`src/rtl/i2c_reg_pkg.sv`:
```
package i2c_reg_pkg;
  localparam int unsigned NUM_REGS  = 22;
  localparam int unsigned PTR_W     = $clog2(NUM_REGS);
  localparam int unsigned SEL_W     = 5;
  localparam logic [6:0]  ADDR_BASE = 7'h10;

  typedef enum logic [2:0] {
    ST_IDLE, ST_ADDR, ST_CMD, ST_WR, ST_ACK, ST_TX, ST_MACK
  } phase_e;

  function automatic logic is_read_only(logic [PTR_W-1:0] p);
    return (p == PTR_W'(0)) || (p == PTR_W'(1)) ||
           (p == PTR_W'(12)) || (p == PTR_W'(13));
  endfunction
endpackage

```
`src/rtl/i2c_line_filter.sv`:
```
module i2c_line_filter #(
  parameter int unsigned SYNC_STAGES = 2
) (
  input  logic clk_i,
  input  logic rst_ni,
  input  logic line_i,
  output logic line_o
);
  logic [SYNC_STAGES-1:0] sync_q;
  logic [2:0]             win_q;

  always_ff @(posedge clk_i or negedge rst_ni) begin
    if (!rst_ni) begin
      sync_q <= '1;
      win_q  <= '1;
      line_o <= 1'b1;
    end else begin
      sync_q <= {sync_q[SYNC_STAGES-2:0], line_i};
      win_q  <= {win_q[1:0], sync_q[SYNC_STAGES-1]};
      line_o <= (win_q[0] & win_q[1]) | (win_q[1] & win_q[2]) | (win_q[0] & win_q[2]);
    end
  end
endmodule

```
`src/rtl/i2c_target_fsm.sv`:
```
module i2c_target_fsm
  import i2c_reg_pkg::*;
(
  input  logic             clk_i,
  input  logic             rst_ni,
  input  logic             scl_i,
  input  logic             sda_i,
  input  logic [6:0]       own_addr_i,
  input  logic [7:0]       rdata_i,
  output logic             sda_oe_o,
  output logic [PTR_W-1:0] reg_addr_o,
  output logic [7:0]       reg_wdata_o,
  output logic             reg_wr_o,
  output logic             reg_rd_o
);
  logic scl_q, sda_q;
  logic scl_rise, scl_fall, start_det, stop_det;
  phase_e st_q, ret_q;
  logic [7:0] sr_q;
  logic [3:0] cnt_q;
  logic [PTR_W-1:0] ptr_q, ptr_inc;
  logic ptr_ok_q, oe_q, mack_q;
  logic byte_done, load_tx;
  logic [7:0] tx_byte;

  always_ff @(posedge clk_i or negedge rst_ni) begin
    if (!rst_ni) begin
      scl_q <= 1'b1;
      sda_q <= 1'b1;
    end else begin
      scl_q <= scl_i;
      sda_q <= sda_i;
    end
  end

  assign scl_rise  = scl_i & ~scl_q;
  assign scl_fall  = ~scl_i & scl_q;
  assign start_det = scl_i & scl_q & sda_q & ~sda_i;
  assign stop_det  = scl_i & scl_q & ~sda_q & sda_i;

  assign byte_done = scl_fall && (cnt_q == 4'd8);
  assign load_tx   = scl_fall && (((st_q == ST_ACK) && (ret_q == ST_TX)) ||
                                  ((st_q == ST_MACK) && !mack_q));
  assign tx_byte   = ptr_ok_q ? rdata_i : 8'h00;
  assign ptr_inc   = (ptr_q == PTR_W'(NUM_REGS-1)) ? '0 : ptr_q + 1'b1;

  assign sda_oe_o    = oe_q;
  assign reg_addr_o  = ptr_q;
  assign reg_wdata_o = sr_q;
  assign reg_wr_o    = (st_q == ST_WR) && byte_done && ptr_ok_q && !is_read_only(ptr_q);
  assign reg_rd_o    = load_tx && ptr_ok_q;

  always_ff @(posedge clk_i or negedge rst_ni) begin
    if (!rst_ni) begin
      st_q     <= ST_IDLE;
      ret_q    <= ST_IDLE;
      sr_q     <= '0;
      cnt_q    <= '0;
      ptr_q    <= '0;
      ptr_ok_q <= 1'b1;
      oe_q     <= 1'b0;
      mack_q   <= 1'b1;
    end else if (start_det) begin
      st_q  <= ST_ADDR;
      cnt_q <= '0;
      oe_q  <= 1'b0;
    end else if (stop_det) begin
      st_q <= ST_IDLE;
      oe_q <= 1'b0;
    end else begin
      unique case (st_q)
        ST_IDLE: ;
        ST_ADDR, ST_CMD, ST_WR: begin
          if (scl_rise && cnt_q < 4'd8) begin
            sr_q  <= {sr_q[6:0], sda_i};
            cnt_q <= cnt_q + 1'b1;
          end
          if (byte_done) begin
            if (st_q == ST_ADDR) begin
              if (sr_q[7:1] == own_addr_i) begin
                oe_q  <= 1'b1;
                st_q  <= ST_ACK;
                ret_q <= sr_q[0] ? ST_TX : ST_CMD;
              end else begin
                st_q <= ST_IDLE;  // not ours: stay quiet until next START
              end
            end else begin
              if (st_q == ST_CMD) begin
                ptr_q    <= sr_q[PTR_W-1:0];
                ptr_ok_q <= sr_q < 8'(NUM_REGS);
              end else if (ptr_ok_q) begin
                ptr_q <= ptr_inc;
              end
              oe_q  <= 1'b1;
              st_q  <= ST_ACK;
              ret_q <= ST_WR;
            end
          end
        end
        ST_ACK: begin
          if (scl_fall) begin
            cnt_q <= '0;
            if (ret_q == ST_TX) begin
              sr_q <= tx_byte;
              oe_q <= ~tx_byte[7];
              st_q <= ST_TX;
              if (ptr_ok_q) ptr_q <= ptr_inc;
            end else begin
              oe_q <= 1'b0;
              st_q <= ret_q;
            end
          end
        end
        ST_TX: begin
          if (scl_fall) begin
            if (cnt_q == 4'd7) begin
              oe_q <= 1'b0;
              st_q <= ST_MACK;
            end else begin
              cnt_q <= cnt_q + 1'b1;
              sr_q  <= {sr_q[6:0], 1'b0};
              oe_q  <= ~sr_q[6];
            end
          end
        end
        ST_MACK: begin
          if (scl_rise) mack_q <= sda_i;
          if (scl_fall) begin
            if (!mack_q) begin
              sr_q  <= tx_byte;
              oe_q  <= ~tx_byte[7];
              cnt_q <= '0;
              st_q  <= ST_TX;
              if (ptr_ok_q) ptr_q <= ptr_inc;
            end else begin
              st_q <= ST_IDLE;
            end
          end
        end
        default: st_q <= ST_IDLE;
      endcase
    end
  end
endmodule

```
`src/rtl/i2c_reg_target.sv`:
```
module i2c_reg_target
  import i2c_reg_pkg::*;
#(
  parameter int unsigned SYNC_STAGES = 2
) (
  input  logic             clk_i,
  input  logic             rst_ni,
  input  logic             scl_i,
  input  logic             sda_i,
  input  logic [SEL_W-1:0] addr_sel_i,
  output logic             sda_oe_o,
  output logic [PTR_W-1:0] reg_addr_o,
  output logic [7:0]       reg_wdata_o,
  output logic             reg_wr_o,
  output logic             reg_rd_o,
  input  logic [7:0]       reg_rdata_i,
  output logic             state_rd_o
);
  localparam int unsigned NUM_LINES = 2;

  logic [NUM_LINES-1:0] raw_lines, clean_lines;
  logic [6:0] own_addr;

  assign raw_lines = {sda_i, scl_i};
  assign own_addr  = ADDR_BASE + 7'(addr_sel_i);

  for (genvar g = 0; g < NUM_LINES; g++) begin : g_line
    i2c_line_filter #(.SYNC_STAGES(SYNC_STAGES)) u_filt (
      .clk_i  (clk_i),
      .rst_ni (rst_ni),
      .line_i (raw_lines[g]),
      .line_o (clean_lines[g])
    );
  end

  i2c_target_fsm u_fsm (
    .clk_i       (clk_i),
    .rst_ni      (rst_ni),
    .scl_i       (clean_lines[0]),
    .sda_i       (clean_lines[1]),
    .own_addr_i  (own_addr),
    .rdata_i     (reg_rdata_i),
    .sda_oe_o    (sda_oe_o),
    .reg_addr_o  (reg_addr_o),
    .reg_wdata_o (reg_wdata_o),
    .reg_wr_o    (reg_wr_o),
    .reg_rd_o    (reg_rd_o)
  );

  assign state_rd_o = reg_rd_o && (reg_addr_o < PTR_W'(2));
endmodule

```
`config.mk`:
```
export PLATFORM = sky130hd
export DESIGN_NAME = i2c_reg_target
export DESIGN_NICKNAME = d
export VERILOG_FILES = /design/src/rtl/i2c_reg_pkg.sv /design/src/rtl/i2c_line_filter.sv /design/src/rtl/i2c_target_fsm.sv /design/src/rtl/i2c_reg_target.sv
export SDC_FILE = /design/constraint.sdc
export NUM_CORES = 1
export LEC_CHECK = 0
export ABC_AREA = 0
export BUFFER_PORTS_ARGS = -buffer_cell sky130_fd_sc_hd__buf_4
export CAP_MARGIN = 25
export CORE_MARGIN = 8
export CORE_UTILIZATION = 25
export CTS_CLUSTER_DIAMETER = 150
export CTS_CLUSTER_SIZE = 28
export DETAILED_ROUTE_END_ITERATION = 7
export GPL_ROUTABILITY_DRIVEN = 0
export PLACE_DENSITY = 0.51
export REMOVE_ABC_BUFFERS = 1
export SLEW_MARGIN = 40
export SYNTH_ARGS = -nofsm -noshare
export SYNTH_HDL_FRONTEND = slang
export SYNTH_SLANG_ARGS = --single-unit
```
`constraint.sdc`:
```
create_clock -name clk_i -period 5.5 [get_ports clk_i]
set_input_delay 0.55 -clock clk_i [delete_from_list [all_inputs] [get_ports clk_i]]
set_output_delay 0.55 -clock clk_i [all_outputs]
set_load 0.05 [all_outputs]
```
# After elaboration in Yosys (flattened, before gate mapping)
# Index checks and enable logic that the tools add are counted.
[op_classes] n_addsub=3 mul=0 div=0 n_lt_le_gt_ge=3 eq_ne=39 n_shift=0 muxes=55 bitwise_logic=26 reduce_logical=31
[ops] operator="$mux W8" count=8
[ops] operator="$mux W5" count=9
[ops] operator="$mux W3" count=14
[ops] operator="$mux W4" count=8
[ops] operator="$pmux W8 S4" count=1
[ops] operator="$ne A4 B1 Y1 const B" count=5
[ops] operator="$pmux W4 S4" count=1
[ops] operator="$ne A3 B1 Y1 const B" count=5
[ops] operator="$pmux W3 S5" count=1
[ops] operator="$pmux W5 S3" count=1
[ops] operator="$and A1 B1 Y1" count=13
[ops] operator="$eq A3 B3 Y1 const B" count=4
[ops] operator="$ne A2 B1 Y1 const B" count=6
[ops] operator="$reduce_and A6 Y1" count=2
[ops] operator="$mux W1" count=11
[ops] operator="$eq A5 B4 Y1 const B" count=2
[ops] operator="$logic_and A1 B1 Y1" count=10
[ops] operator="$ne A2 B2 Y1 const B" count=5
[ops] operator="$reduce_and A10 Y1" count=1
[ops] operator="$not A1 Y1" count=9
[ops] operator="$reduce_and A9 Y1" count=1
[ops] operator="$lt A8 B5 Y1 const B" count=1
[ops] operator="$reduce_and A8 Y1" count=1
[ops] operator="$eq A7 B6 Y1" count=1
[ops] operator="other kinds (28)" count=37
[word_totals] ff_bits=40 latch_bits=0 mem_bits_rw=0 romBits=0 inputBits=17 out_inout_bits=17 wordCells=173 mem_count=0

# Depth between registers and ports, before layout
# Gate-level depths: netlist (run 1).
[logic_depth] depth_word=8 mapped_depth=8 mapped_depth_nobuf=7

# By module
# From an unflattened synthesis (run 1), not the netlist that was laid out.
[hier_totals] cells_unflattened=241 hier_area_um2=2228.4
[by_module_without_submodules] mod="i2c_target_fsm" n_inst=1 cells_per_inst=223 area_each_um2=1870.5 seq_area_each_um2=705.7
[by_module_without_submodules] mod="i2c_line_filter" n_inst=2 cells_per_inst=7 area_each_um2=168.9 seq_area_each_um2=157.7
[by_module_without_submodules] mod="i2c_reg_target" n_inst=1 cells_per_inst=4 area_each_um2=20.0 seq_area_each_um2=0.0

# Least setup slack after synthesis (run 1)
# Ideal clock, no wire load.
[synth_timing] path_kind="register to output" from="reg u_fsm.ptr_q[1], in the netlist u_fsm.reg_addr_o[1]" to="out reg_wr_o" arrival_time_ns=2.245 t_required_ns=4.950 setup_slack_ns=2.705 stages_incl_launch_ff=6 n_path_buf=0 cell_sequence="dfrtp_1 -> inv_1 -> ha_1 -> nor2_1 -> nor3_1 -> nor3_1"
[synth_via] elab_chain_cells=6 elab_cells_between_ends=9
[synth_rtl] item="from (decl)" line_no="i2c_target_fsm.sv:21" rtl="logic [PTR_W-1:0] ptr_q, ptr_inc;"
[synth_rtl] item="from (signal assigned)" line_no="i2c_target_fsm.sv:89" rtl="ptr_q <= sr_q[PTR_W-1:0];"
[synth_rtl] item="from (signal assigned)" line_no="i2c_target_fsm.sv:92" rtl="ptr_q <= ptr_inc;"
[synth_rtl] item="from (signal assigned)" line_no="i2c_target_fsm.sv:107" rtl="if (ptr_ok_q) ptr_q <= ptr_inc;"
[synth_rtl] item="$eq A5 B1 Y1 / $logic_not A5 Y1 (equally long branches)" line_no="i2c_reg_pkg.sv:12" rtl="return (p == PTR_W'(0)) || (p == PTR_W'(1)) ||"
[synth_rtl] item="$logic_or A1 B1 Y1 (2 in series)" line_no="i2c_reg_pkg.sv:12"
[synth_rtl] item="$logic_or A1 B1 Y1 (*)" line_no="i2c_reg_pkg.sv:13" rtl="(p == PTR_W'(12)) || (p == PTR_W'(13));"
[synth_rtl] item="$logic_not A1 Y1 (*)" line_no="i2c_target_fsm.sv:50" rtl="assign reg_wr_o = (st_q == ST_WR) && byte_done && ptr_ok_q && !is_read_only(ptr_q);"
[synth_rtl] item="$logic_and A1 B1 Y1 (*)" line_no="i2c_target_fsm.sv:50"
[synth_rtl] item="to (decl)" line_no="i2c_reg_target.sv:14" rtl="output logic reg_wr_o,"
# Mark *: on every way between the ends. The rest lies on a longest branch, timed or not.

# Worst setup path after layout (run 1)
[layout_timing] from="reg u_fsm.st_q[2]" to="out state_rd_o"
[layout_via] elab_chain_cells=6 elab_cells_between_ends=8
[layout_rtl] item="from (decl)" line_no="i2c_target_fsm.sv:18" rtl="phase_e st_q, ret_q;"
[layout_rtl] item="from (signal assigned)" line_no="i2c_target_fsm.sv:110" rtl="st_q <= ret_q;"
[layout_rtl] item="$eq A3 B3 Y1, on equally long branches" line_no="i2c_target_fsm.sv:42, i2c_target_fsm.sv:43"
[layout_rtl] item="$logic_and A1 B1 Y1, on equally long branches" line_no="i2c_target_fsm.sv:42, i2c_target_fsm.sv:43"
[layout_rtl] item="$logic_or A1 B1 Y1 (*)" line_no="i2c_target_fsm.sv:42" rtl="assign load_tx = scl_fall && (((st_q == ST_ACK) && (ret_q == ST_TX)) ||"
[layout_rtl] item="$logic_and A1 B1 Y1 (*)" line_no="i2c_target_fsm.sv:42"
[layout_rtl] item="$logic_and A1 B1 Y1 (*)" line_no="i2c_target_fsm.sv:51" rtl="assign reg_rd_o = load_tx && ptr_ok_q;"
[layout_rtl] item="$logic_and A1 B1 Y1 (*)" line_no="i2c_reg_target.sv:50" rtl="assign state_rd_o = reg_rd_o && (reg_addr_o < PTR_W'(2));"
[layout_rtl] item="to (decl)" line_no="i2c_reg_target.sv:17" rtl="output logic state_rd_o"
# Marked as above.

==> flow_metrics.env, run 1 <==
export IMPL_syn_area_um2=2360
export IMPL_cp_required_ns=4.95
export IMPL_grt_overflow=0
export IMPL_cp_data_arrival_time_ns=2.25
export IMPL_layout_commonest_cell="buf_4"
export IMPL_p_seq_share_pct=41.1
export IMPL_p_sw_share_pct=43.9
export IMPL_async_reset_ff_share_pct=100
export IMPL_fin_ws_ns=2.70
export IMPL_numCtsBuffers=5
export IMPL_path_max_fanout=21
export IMPL_power_switching_mw=0.505
export IMPL_grt_start_max_net_pins=41
export IMPL_p_per_area_nw_per_um2=413
export IMPL_fin_nets=297
export IMPL_cellLeakagePower_nw=1.16
export IMPL_vias=1967
export IMPL_p_comb_share_pct=41.4
export IMPL_critical_path_class="register to primary output"
export IMPL_fin_cells=387
export IMPL_status="finished, final reports clean"
export IMPL_setup_tns_ns=0
export IMPL_final_setup_viol_count=0
export IMPL_initial_core_util_pct=25.7
export IMPL_grt_antenna_before_repair=0
export IMPL_grt_pass1_wl_um=10100
export IMPL_fill_cells=975
export IMPL_viasPerCell=5.08
export IMPL_cp_cell_sequence="nor2b_2 > o2111a_1 > and4_1 > buf_4"
export IMPL_dr_pass1_iters=5
export IMPL_dieArea_um2=12800
export IMPL_cts_tree="built"
export IMPL_syn_to_final_growth_pct=18.1
export IMPL_synth_warnings=0
export IMPL_postCtsSetupBuffers=0
export IMPL_std_cell_rows=35
export IMPL_reg2reg_to="u_fsm.reg_wdata_o[0]"
export IMPL_io_pins=34
export IMPL_synth_yosys_seq_area_share_pct=43.2
export IMPL_max_freq_mhz=358
export IMPL_wl_um=6120
export IMPL_finalPower_mw=1.15
export IMPL_design_core_area_um2=9200
export IMPL_cts_hold_buf=0
export IMPL_dp_cells=379
export IMPL_slowest_delay_ns=0.71
export IMPL_cts_num_sinks=40
export IMPL_drv_slew=0
export IMPL_fin_skew_ns=0.0113
export IMPL_htreeDepth=2
export IMPL_vdd_ir_drop_max_mv=0.160
export IMPL_ys_seq_elements=40
export IMPL_syn_avg_cell_area_um2=9.60
export IMPL_cap_violations=0
export IMPL_cts_buffer_depth=2
export IMPL_timing_final_crit_share_pct=50.8
export IMPL_p_int_mw=0.646
export IMPL_endpoint_kind="primary output"
export IMPL_syn_inst=246
export IMPL_grt_util_all_layers_pct=9.77
export IMPL_relSlewSlack_pct=59.6
export IMPL_die_x_um=113
export IMPL_synth_edff_count=0
export IMPL_drc=0
export IMPL_final_layout_size_suffix_gt1_share_pct=30.4
export IMPL_period_needed_ns=2.80
export IMPL_ys_types=63
export IMPL_mostFrequentLayoutCells="buf_4 (33), nand2_1 (28), dfrtp_1 (24)"
export IMPL_chipHeight_um=113
export IMPL_finalHoldViolCount=0
export IMPL_p_clk_share_pct=17.5
export IMPL_ys_flop_type="dfrtp_1"
export IMPL_timing_hold_ws_ns=0.221
export IMPL_cpMaxStageDelayCell="dfrtp_1"
export IMPL_clkTransAtPathRegs_ns=0.09
export IMPL_diodes=0
export IMPL_clk_latency_ns=0.30
export IMPL_reg2reg_slack_ns=3.00
export IMPL_ant_nets=0
export IMPL_port_buffers=33
export IMPL_grt_pass1_vias=1948
export IMPL_root_buffer="clkbuf_8"
export IMPL_hp_class="input pin to async pin"
export IMPL_worst_pin_slew_ns=0.606
export IMPL_ff2ff_path_depth=4
export IMPL_cts_resized=0
export IMPL_wl_per_cell_um=15.8
export IMPL_rsz0062_at_grt="no"
export IMPL_startpoint_type="register"
export IMPL_first_iter_violations=196
export IMPL_r2r_start="u_fsm.st_q[0]"
export IMPL_dp_hpwl_um=4490
export IMPL_place_ws_ns=2.79
==> sequential cells by signal, indices dropped and copies added, names as in the netlist, 2 cells and up <==
name                  count
u_fsm.ret_q               3
g_line.u_filt.sync_q      4
u_fsm.reg_addr_o          5
u_fsm.reg_wdata_o         8
u_fsm.st_q                3
g_line.u_filt.win_q       6
g_line.u_filt.line_o      2
u_fsm.cnt_q               4
==> cell families (layout without fill, tap and decap cells) <==
| kind of cell | count (synthesis) | after routing | synth area share [%] |
|---|---|---|---|
| buffers and inverters | 21 | 51 | 3.87 |
| multiplexers | 14 | 14 | 6.52 |
| adder cells (fa/ha/maj) | 7 | 7 | 3.50 |
| flip-flops | 40 | 40 | 43.2 |
| AO/OA/AOI/OAI | 61 | 61 | 18.6 |
| XOR/XNOR | 6 | 6 | 2.23 |
| AND/OR/NAND/NOR | 97 | 97 | 22.0 |
==> metrics by stage <==
stage          area, um^2  utilization (%)
2_1_floorplan        2310                -
3_3_place_gp         2690             29.3
3_5_place_dp         2690             29.3
4_1_cts              2790             30.3
5_1_grt              2790             30.3
6_report             2790             30.3
==> power groups by stage <==
stage	Sequential [mW]	Combinational (mW)	Clock (mW)
final	0.473	0.477	0.201
after CTS	0.472	0.483	0.212
after detailed placement	0.477	0.481	0
after global placement	0.472	0.479	0
after floorplan	0.562	0.237	0
after global routing	0.486	0.517	0.222
==> worst max-delay path, delay by kind of cell (launching register included) <==
kind	cells	cell delay, ns
AND/OR/NAND/NOR	2	0.74
buffers and inverters	1	0.19
flip-flops	1	0.71
AO/OA/AOI/OAI	1	0.30
==> Yosys cell counts, drive strengths merged (4+ instances only) <==
cell	number	share of area [%]
nand2	28	4.5
dfrtp	24	25
nor2	17	2.7
a21oi	16	3.4
dfstp	16	18
o21ai	12	2.5
mux2	11	5.2
nand3	11	2.3
inv	10	1.6
nand2b	8	2.1
nor3	7	1.5
clkbuf	6	0.95
buf	5	1.3
ha	5	2.6
xor2	5	1.9
nor2b	4	1.2
o22ai	4	1.1
==> final cells by class <==
type / count / area [um^2] / area share [%]
clock buffer: 5 / 68.8 / 2.47
clock inverter: 3 / 23.8 / 0.852
inverter: 10 / 37.5 / 1.35
multi-input combinational: 185 / 1250 / 44.9
sequential: 40 / 1020 / 36.6
tap: 111 / 139 / 4.98
timing repair buffer: 33 / 248 / 8.88
==> worst max-delay path by stage <==
stage | from | to | slack (ns) | cells past startpoint
after floorplan | u_fsm.st_q[2] | state_rd_o | 2.70 | 3
after global placement | u_fsm.st_q[2] | state_rd_o | 2.84 | 4
after detailed placement | u_fsm.st_q[2] | state_rd_o | 2.79 | 4
after CTS | u_fsm.st_q[2] | state_rd_o | 2.44 | 4
after global routing | u_fsm.st_q[2] | state_rd_o | 2.52 | 4
final | u_fsm.st_q[2] | state_rd_o | 2.70 | 4
==> routing by layer <==
metal	vias to the layer above	routed length, um	share of wire (%)	global-route usage, %
met5	-	0	0	0
met4	0	90	1.5	3.73
met3	5	193	3.2	1.65
met2	43	2820	46	15.0
met1	970	3010	49	13.3
li1	949	-	-	-
No activity file was read; power rests on OpenSTA's default activity.
==> inputs of run 2 (changes only) <==
==> constraint.sdc (replaced) <==
create_clock -name clk_i -period 2.6 [get_ports clk_i]
set_input_delay 0.26 -clock clk_i [delete_from_list [all_inputs] [get_ports clk_i]]
set_output_delay 0.26 -clock clk_i [all_outputs]
set_load 0.05 [all_outputs]
==> flow_metrics.env, run 2 (synthesis gave the netlist of run 1 again) <==
export IMPL_status="finished, final reports clean"
export IMPL_viasPerCell=5.09
export IMPL_final_setup_viol_count=0
export IMPL_p_clk_share_pct=20.3
export IMPL_drc=0
export IMPL_std_cell_rows=35
export IMPL_dp_hpwl_um=4470
export IMPL_vdd_ir_drop_max_mv=0.459
export IMPL_grt_busiest_layer="met2"
export IMPL_die_x_um=113
export IMPL_wl_per_cell_um=15.5
export IMPL_grt_pass1_vias=1979
export IMPL_dr_pass1_iters=4
export IMPL_fin_cells=391
export IMPL_worst_pin_slew_ns=0.605
export IMPL_final_layout_size_suffix_gt1_share_pct=30.7
export IMPL_layout_commonest_cell="buf_4"
export IMPL_ff2ff_path_depth=4
export IMPL_root_buffer="clkbuf_8"
export IMPL_period_needed_ns=2.28
export IMPL_fin_ws_ns=0.316
export IMPL_syn_to_final_growth_pct=20.2
export IMPL_initial_core_util_pct=25.7
export IMPL_cts_resized=0
export IMPL_hp_class="input pin to register"
export IMPL_hold_end="g_line[0].u_filt.sync_q[0]"
export IMPL_design_core_area_um2=9200
export IMPL_htreeDepth=2
export IMPL_crit_start="u_fsm.st_q[2]"
export IMPL_finalHoldViolCount=0
export IMPL_hold_depth=1
export IMPL_reg2reg_slack_ns=0.43
export IMPL_finalPower_mw=2.52
export IMPL_path_max_fanout=21
export IMPL_reg2reg_to="u_fsm.reg_wdata_o[1]"
export IMPL_wl_um=6060
export IMPL_postCtsSetupBuffers=0
export IMPL_p_sw_share_pct=41.9
export IMPL_power_switching_mw=1.06
export IMPL_r2r_start="u_fsm.st_q[1]"
export IMPL_clk_latency_ns=0.30
export IMPL_p_int_mw=1.46
export IMPL_numCtsBuffers=5
export IMPL_endpoint_kind="primary output"
export IMPL_cap_violations=0
export IMPL_p_per_area_nw_per_um2=888
export IMPL_fin_skew_ns=0.00819
export IMPL_timing_final_crit_share_pct=87.8
export IMPL_cp_required_ns=2.34
export IMPL_vias=1990
export IMPL_grt_antenna_before_repair=0
export IMPL_ant_nets=0
export IMPL_max_freq_mhz=438
export IMPL_use_met3_pct=2.29
export IMPL_startpoint_type="register"
export IMPL_port_buffers=33
export IMPL_dieArea_um2=12800
export IMPL_p_comb_share_pct=40.4
export IMPL_fin_nets=301
export IMPL_hold_start="scl_i"
export IMPL_fill_cells=978
export IMPL_grt_util_all_layers_pct=9.78
export IMPL_cts_buffer_depth=2
export IMPL_chipHeight_um=113
export IMPL_drv_slew=0
export IMPL_grtUsageMet1_pct=13.0
export IMPL_dp_cells=382
export IMPL_grt_pass1_wl_um=10100
export IMPL_clkTransAtPathRegs_ns=0.08
export IMPL_diodes=0
export IMPL_cts_tree="built"
export IMPL_grt_util_met2_pct=14.6
export IMPL_cp_data_arrival_time_ns=2.02
export IMPL_p_seq_share_pct=39.3
export IMPL_largest_register_ff_count=8
export IMPL_io_pins=34
export IMPL_place_ws_ns=0.435
export IMPL_critical_path_class="register to primary output"
export IMPL_cts_hold_buf=1
export IMPL_mostFrequentLayoutCells="buf_4 (36), nand2_1 (28), dfrtp_1 (24)"
export IMPL_relSlewSlack_pct=59.6
export IMPL_grt_start_max_net_pins=41
export IMPL_first_iter_violations=259
export IMPL_cts_num_sinks=40
export IMPL_rsz0062_at_grt="no"
export IMPL_grt_overflow=0
export IMPL_cellLeakagePower_nw=1.20
export IMPL_setup_tns_ns=0
-- run 2: routing by layer --
| metal | up-vias | share of wire (%) |
|---|---|---|
| met1 | 956 | 46 |
| met5 | - | 0 |
| met4 | 0 | 2.7 |
| li1 | 961 | - |
| met3 | 11 | 6.2 |
| met2 | 62 | 45 |
-- run 2: worst max-delay path by stage --
stage	end	slack, ns
global placement	u_fsm.reg_wdata_o[3]	0.47
finish	state_rd_o	0.32
detailed placement	u_fsm.reg_wdata_o[6]	0.43
floorplan	state_rd_o	0.09
CTS	state_rd_o	0.34
global route	state_rd_o	0.22
-- run 2: worst max-delay path, stage by stage (launching register included) --
cell,delay [ns]
dfrtp_1,0.72
nor2b_1,0.31
o2111a_1,0.30
and4_1,0.21
buf_4,0.19
-- run 2: power by group through the flow --
stage / logic (mW) / clock network, mW / registers [mW]
detailed placement: 1.02 / 0 / 1.00
CTS: 1.03 / 0.531 / 0.993
floorplan: 0.502 / 0 / 1.19
global placement: 1.02 / 0 / 1.00
finish: 1.02 / 0.511 / 0.991
global route: 1.11 / 0.553 / 1.03
-- run 2: stage by stage --
stage	hold slack, ns	util (%)	area, um^2
after detailed placement	0.274	29.5	2720
after floorplan	-0.0356	-	2310
after CTS	0.0465	30.9	2840
final	0.0585	30.9	2840
after global routing	0.0393	30.9	2840
after global placement	0.270	29.5	2720
-- run 2: layout make-up --
| type | instances | area (um^2) | area share (%) |
|---|---|---|---|
| flip-flops and latches | 40 | 1020 | 36.0 |
| clock inverters | 3 | 42.5 | 1.50 |
| clock buffers | 5 | 68.8 | 2.43 |
| repair buffers | 37 | 280 | 9.88 |
| multi-input cells | 185 | 1250 | 44.0 |
| inverters | 10 | 37.5 | 1.32 |
| well taps | 111 | 139 | 4.89 |
==> inputs of run 3 (changes only) <==
==> constraint.sdc (replaced) <==
create_clock -name clk_i -period 2.6 [get_ports clk_i]
set_input_delay 0.39 -clock clk_i [delete_from_list [all_inputs] [get_ports clk_i]]
set_output_delay 0.39 -clock clk_i [all_outputs]
set_load 0.05 [all_outputs]
==> flow_metrics.env, run 3 (synthesis gave the netlist of run 1 again) <==
export IMPL_cts_num_sinks=40
export IMPL_root_buffer="clkbuf_8"
export IMPL_cts_hold_buf=0
export IMPL_die_x_um=113
export IMPL_wl_per_cell_um=15.6
export IMPL_std_cell_rows=35
export IMPL_drv_slew=0
export IMPL_vias=1977
export IMPL_grt_util_all_layers_pct=9.94
export IMPL_critical_path_class="register to primary output"
export IMPL_status="finished, final reports clean"
export IMPL_htreeDepth=2
export IMPL_dieArea_um2=12800
export IMPL_startpoint_type="register"
export IMPL_fin_skew_ns=0.00316
export IMPL_dp_hpwl_um=4540
export IMPL_diodes=0
export IMPL_design_area_um2=2840
export IMPL_period_needed_ns=2.39
export IMPL_vdd_ir_drop_max_mv=0.422
export IMPL_cp_data_arrival_time_ns=2.00
export IMPL_setup_tns_ns=0
export IMPL_grt_pass1_vias=1982
export IMPL_regArea_um2=1020
export IMPL_drc=0
export IMPL_slowest_delay_ns=0.62
export IMPL_timing_final_crit_share_pct=92.0
export IMPL_finalHoldViolCount=0
export IMPL_numCtsBuffers=5
export IMPL_cpMaxStageDelayCell="dfrtp_1"
export IMPL_fin_util_pct=30.9
export IMPL_design_core_area_um2=9200
export IMPL_initial_core_util_pct=25.7
export IMPL_grt_pass1_wl_um=10300
export IMPL_max_freq_mhz=418
export IMPL_critPathMostFrequentCell="buf_4"
export IMPL_cts_resized=0
export IMPL_final_setup_viol_count=0
export IMPL_ant_nets=0
export IMPL_multi_input_area_um2=1250
export IMPL_final_layout_size_suffix_gt1_share_pct=31.1
export IMPL_endpoint_kind="primary output"
export IMPL_cts_tree="built"
export IMPL_p_per_area_nw_per_um2=892
export IMPL_wl_um=6110
export IMPL_fill_cells=983
export IMPL_relSlewSlack_pct=55.7
export IMPL_cts_buffer_depth=2
export IMPL_syn_to_final_growth_pct=20.2
export IMPL_io_pins=34
export IMPL_worst_pin_slew_ns=0.665
export IMPL_largest_register_ff_count=8
export IMPL_clkTransAtPathRegs_ns=0.08
export IMPL_path_max_fanout=16
export IMPL_fin_cells=391
export IMPL_rsz0062_at_grt="no"
export IMPL_cap_violations=0
export IMPL_hp_class="input pin to async pin"
export IMPL_grt_start_max_net_pins=41
export IMPL_grt_antenna_before_repair=0
export IMPL_chipHeight_um=113
export IMPL_cp_required_ns=2.21
export IMPL_cellLeakagePower_nw=1.20
export IMPL_cp_cell_sequence="buf_4 > nor2b_1 > o2111a_1 > and4_1 > buf_4"
export IMPL_mostFrequentLayoutCells="buf_4 (37), nand2_1 (28), dfrtp_1 (24)"
export IMPL_placed_cell_area_um2=2720
export IMPL_first_iter_violations=202
export IMPL_layout_commonest_cell="buf_4"
export IMPL_grt_overflow=0
export IMPL_dr_pass1_iters=4
export IMPL_fin_nets=301
export IMPL_dp_cells=383
export IMPL_viasPerCell=5.06
export IMPL_clk_latency_ns=0.30
export IMPL_postCtsSetupBuffers=0
export IMPL_port_buffers=33
## run 3: changes by cell type in the layout (fill, tap and decap cells not counted), sizes merged
cell / previous run / this run
clkinv: 1 / 0
buf: 36 / 37
dlygate4sd3: 1 / 0
inv: 10 / 11
## run 3: where the power goes
| group | leakage, nW | internal [mW] | switching (mW) |
|---|---|---|---|
| Sequential | 0.475 | 0.762 | 0.230 |
| Clock | 0.0548 | 0.289 | 0.238 |
| Combinational | 0.670 | 0.417 | 0.597 |
| Total | 1.20 | 1.47 | 1.06 |
## run 3: final timing paths
| kind | from | end | slack (ns) | cells past startpoint |
|---|---|---|---|---|
| min in group clk_i | sda_i | g_line[1].u_filt.sync_q[0] | 0.19 | 1 |
| hold / removal | rst_ni | u_fsm.cnt_q[2] | 0.06 | 1 |
| setup / recovery | u_fsm.st_q[1] | state_rd_o | 0.21 | 5 |
| max in group asynchronous | rst_ni | u_fsm.ptr_ok_q | 2.17 | 1 |
| setup reg to reg | u_fsm.st_q[1] | u_fsm.reg_wdata_o[1] | 0.43 | 4 |
| hold reg to reg | g_line[0].u_filt.sync_q[1] | g_line[0].u_filt.win_q[0] | 0.36 | 0 |
## run 3: per-stage QoR
stage                     setup WS (ns)  hold slack (ns)  power, mW
after floorplan                 -0.0392           0.0944       1.69
after global placement            0.467            0.346       2.02
after detailed placement          0.457            0.347       2.03
after CTS                         0.219           0.0742       2.56
after global routing             0.0820           0.0998       2.70
final                             0.208           0.0608       2.53
## run 3: cell type report
cell class,count,area share (%)
sequential,40,36.0
tap,111,4.89
clock inverter,3,1.63
timing repair buffer,37,9.78
multi-input combinational,185,44.0
clock buffer,5,2.42
inverter,10,1.32
## run 3: critical path, delay by kind of cell, from the launching register on
kind / cells / cell delay (ns)
DFF: 1 / 0.62
buffers and inverters: 2 / 0.42
and+or+nand+nor: 2 / 0.40
AOI/OAI and AO/OA: 1 / 0.25
## run 3: layer usage
metal	vias to the layer above	wire length [um]	global-route usage [%]
met5	-	0	0
met4	0	104	4.44
met3	5	203	1.60
met2	47	2790	15.1
met1	964	3010	13.5
li1	961	-	-
